**src/rtl/rename_inline_map.sv**
```systemverilog
module rename_inline_map #(
  parameter int NUM_LREGS = 32,
  parameter int TAG_W     = 6,
  parameter int PAYLOAD_W = 7,
  parameter int DATA_W    = 32
) (
  input  logic                         clk,
  input  logic                         rst_n,
  input  logic [$clog2(NUM_LREGS)-1:0] ren_src0,
  input  logic [$clog2(NUM_LREGS)-1:0] ren_src1,
  input  logic                         ren_we,
  input  logic [$clog2(NUM_LREGS)-1:0] ren_dst,
  input  logic [TAG_W-1:0]             ren_tag,
  input  logic                         wb_valid,
  input  logic [$clog2(NUM_LREGS)-1:0] wb_lreg,
  input  logic [TAG_W-1:0]             wb_ptag,
  input  logic [PAYLOAD_W-1:0]         wb_value,
  output logic                         src0_imm,
  output logic [TAG_W-1:0]             src0_tag,
  output logic [DATA_W-1:0]            src0_val,
  output logic                         src1_imm,
  output logic [TAG_W-1:0]             src1_tag,
  output logic [DATA_W-1:0]            src1_val,
  output logic                         rel_valid,
  output logic [TAG_W-1:0]             rel_tag
);

  logic                 inl_q [NUM_LREGS];
  logic [PAYLOAD_W-1:0] pay_q [NUM_LREGS];
  logic                 wb_hit;

  function automatic logic [DATA_W-1:0] sext(input logic [PAYLOAD_W-1:0] p);
    return {{(DATA_W-PAYLOAD_W){p[PAYLOAD_W-1]}}, p};
  endfunction

  assign wb_hit = wb_valid && !inl_q[wb_lreg]
               && (pay_q[wb_lreg][TAG_W-1:0] == wb_ptag)
               && !(ren_we && (ren_dst == wb_lreg));

  always_ff @(posedge clk) begin
    if (!rst_n) begin
      for (int i = 0; i < NUM_LREGS; i++) begin
        inl_q[i] <= 1'b0;
        pay_q[i] <= PAYLOAD_W'(i);
      end
      rel_valid <= 1'b0;
      rel_tag   <= '0;
    end else begin
      rel_valid <= wb_hit;
      if (wb_hit) begin
        inl_q[wb_lreg] <= 1'b1;
        pay_q[wb_lreg] <= wb_value;
        rel_tag        <= wb_ptag;
      end
      if (ren_we) begin
        inl_q[ren_dst] <= 1'b0;
        pay_q[ren_dst] <= PAYLOAD_W'(ren_tag);
      end
    end
  end

  assign src0_imm = inl_q[ren_src0];
  assign src0_tag = inl_q[ren_src0] ? '0 : pay_q[ren_src0][TAG_W-1:0];
  assign src0_val = inl_q[ren_src0] ? sext(pay_q[ren_src0]) : '0;
  assign src1_imm = inl_q[ren_src1];
  assign src1_tag = inl_q[ren_src1] ? '0 : pay_q[ren_src1][TAG_W-1:0];
  assign src1_val = inl_q[ren_src1] ? sext(pay_q[ren_src1]) : '0;

endmodule

```
**config.mk**
```make
export PLATFORM = sky130hd
export DESIGN_NAME = rename_inline_map
export DESIGN_NICKNAME = d
export VERILOG_FILES = /design/src/rtl/rename_inline_map.sv
export SDC_FILE = /design/constraint.sdc
export NUM_CORES = 1
export LEC_CHECK = 0
export CAP_MARGIN = 30
export CORE_MARGIN = 2
export CORE_UTILIZATION = 50
export DETAILED_ROUTE_END_ITERATION = 8
export HOLD_SLACK_MARGIN = 0.12
export PLACE_DENSITY_LB_ADDON = 0.25
export REMOVE_ABC_BUFFERS = 1
export SLEW_MARGIN = 0
export SYNTH_ARGS = -nofsm -noshare
export SYNTH_HDL_FRONTEND = slang
export SYNTH_SLANG_ARGS = --single-unit
```
**constraint.sdc**
```tcl
create_clock -name clk -period 6.8 [get_ports clk]
set_input_delay 1.7 -clock clk [delete_from_list [all_inputs] [get_ports clk]]
set_output_delay 1.7 -clock clk [all_outputs]
set_load 0.05 [all_outputs]
```
==> results.md <==
* Status: complete, no violations
* Post-synthesis sequential area ratio at about two fifths
* Non-Filler Instances at roughly 2,100
* Pleak at just over 0.007 uW
* Design Power at between 4000 and 5000 uW
* Slowest cell on crit path: clkdlybuf4s50_1
* Period utilization at between 90 and 100%
* Initial Utilization at a little over 50%
* Bufs on Longest Clock Path at 3
* Setup Fix Bufs, Post-CTS at 0
* Cells taking the most area after synthesis: edfxtp_1 (32%), mux4_2 (21%), dfxtp_1 (8.0%)
* Worst EP required at 5100 ps
* DRC viols at 0
* Antenna violations before repair at 2
* Horiz. Die Dim at between 150 and 200 microns
* Clock slew at reported path FFs at 60 ps
* Top_reg_cell synth: edfxtp_1
* Hpwl dp at between 50,000 and 60,000 microns
* Nets@finish at between 1,500 and 2,000
* Top-count cell post-synth: edfxtp_1
* Placement row count at 69
* I/O Buffers at 127
* CTS tree: yes
* Mapped Area at roughly 18,000 sq um
* Ports at 128
* Final WS setup at 517 ps
* All-Layer GR Usage at roughly 42%
* Vias in the first global route at around 16,000
* Pin count of the biggest net entering global routing at 74
* Dpl ws at around 620 ps
* Routed len/inst at 36.3 microns
* Startpoint types: primary input
* Pwr dens at slightly above 200 nW/um^2
* Vias at 16,300
* Most frequent cells after synthesis: edfxtp_1 (192), mux4_2 (165), nor2_1 (140), nand2_1 (135), o22ai_1 (121)
* Yosys warnings at 0
* Synth area leader: edfxtp_1
* Initial drt markers at 2,944
* Worst r2r src: pay_q[24][0]
* RSZ-0062 raised after global routing: no
* WP data arrival at around 4600 ps
* RePlAce Congestion at between 1 and 1.5
* Hold Violations, Final at 0
* Relative slew slack at about a quarter
* Actual slew at the worst max-slew pin at 1130 ps
* Maximum vdd drop at 0.194 mV
* Syn_area_per_cell at 11.3 sq um
* Cells along the critical path: clkdlybuf4s50_1, mux4_2, mux2i_1, buf_4, inv_1, nor2_1, buf_12
* Crit path from: ren_src1[2]
* Final Skew at ~24 ps
* Area growth syn-to-layout at 18.7%
* Clk_lat worst skew at about 580 ps
* DRT Pass-1 Iters at 8
* Grt ovf at 0
* Core region area at around 35,000 sq um
* Cell variety after synth at 61
* Fraction of layout cells with a size suffix above 1 at between 20 and 30%
* Number of flops mapped to enable cells by yosys at 192
* H-tree lvl count at 1
* Die Y at 192 microns
* Final ANT Viol Nets at 0
* First-pass GRT wire length at 108,000 microns
* Design Area, Final at about 21,000 sq um
* Ant. Diodes at 0
* Die area at roughly 37,000 sq um
* Maxcap violations at 0
* Fmax achieved at around 160 MHz
* Hold Crit Start: rel_tag[1]
* CTS buffer count at 30
* Root Driver: clkbuf_16
* Setup-failing EPs final at 0
* Top cell type's share of synthesized area at approximately a third
* DR vias/cell at roughly 7.7
* Placement Cell Area at between 20,000 and 25,000 sq um
* Synth async-reset ratio at 0%
* Hold Buf Count CTS at 0
* Crit path max fanout at 7
* WS Path Type: in -> out
* CP endpoint kind: primary output
* Final min period at about 6300 ps
* Total routed wirelength at roughly 77,000 microns
* Syn Inst Count at 1,567
* Post-cts gate resize count at 0
* Hold WC Path Type: reg -> reg
* Worst path max stage delay at 850 ps
* Final Max Slew Viols at 0
* Register bit total from synthesis at 263
* Dpl cells at between 2,000 and 2,500
* Sink Count at between 200 and 300
path summary, 6_finish.rpt:
path	end	slack, ps	cells past startpoint
hold / removal	rel_tag[1]	460	2
setup / recovery	src1_tag[2]	520	7
hold reg to reg	rel_tag[1]	460	2
setup reg to reg	pay_q[4][0]	2610	10
cell families after synthesis:
kind of cell | Yosys count | share of synthesized area [%]
simple gates | 418 | 11.4
compound gates | 385 | 14.2
mux | 283 | 27.6
flops | 263 | 40.5
buf+inv | 212 | 6.04
xor+xnor | 6 | 0.296
sequential cells by signal, summed over array words and instances, names as in the netlist:
register   count
rel_tag        6
inl_q         32
rel_valid      1
pay_q        224
power by group:
part,internal (uW),leakage (uW),switching (uW)
combinational,266,0.00415,446
sequential,1750,0.00245,33.7
clock,1030,0.000495,723
metrics by stage:
stage | hold WS, ps | setup TNS, ps | util, %
final | 456 | 0 | 59.8
after global routing | 479 | 0 | 59.8
after CTS | 460 | 0 | 59.8
after detailed placement | 450 | 0 | 56.8
after global placement | 441 | 0 | 56.8
after floorplan | 442 | -683230 | -
placed cells by master, fill, tap and decap left out, drive strengths merged, types with 17 or more instances in the layout:
master / n
mux2i: 118
dfxtp: 71
nand4: 35
edfxtp: 192
nor3: 20
inv: 17
a21oi: 49
clkbuf: 35
o21bai: 21
buf: 186
o31ai: 36
clkdlybuf4s50: 43
nand2: 136
mux4: 165
o21ai: 38
a22oi: 41
a31oi: 36
o22ai: 121
nor2: 140
layer usage:
layer	up-vias	track usage, %	share of wire, %
met5	-	0	0
met4	0	29.1	9.0
met3	366	11.9	15
met2	1720	61.4	42
met1	7846	52.6	33
li1	6363	-	-
critical path: cells and delay by family:
kind | cells | cell delay (ps)
and+or+nand+nor | 1 | 460
muxes | 2 | 920
buffers and inverters | 4 | 1480
layout make-up:
cell class                      instances  area, sq um
Clock inverter                         21          264
Timing Repair Buffer                  229         2700
Inverter                               14         52.6
Sequential cell                       263         7190
Tap cell                              461          577
Multi-Input combinational cell       1092         9500
Clock buffer                           35          791
Fill cell                            2880        14200
Note: power is estimated with default switching activity, not from simulation.
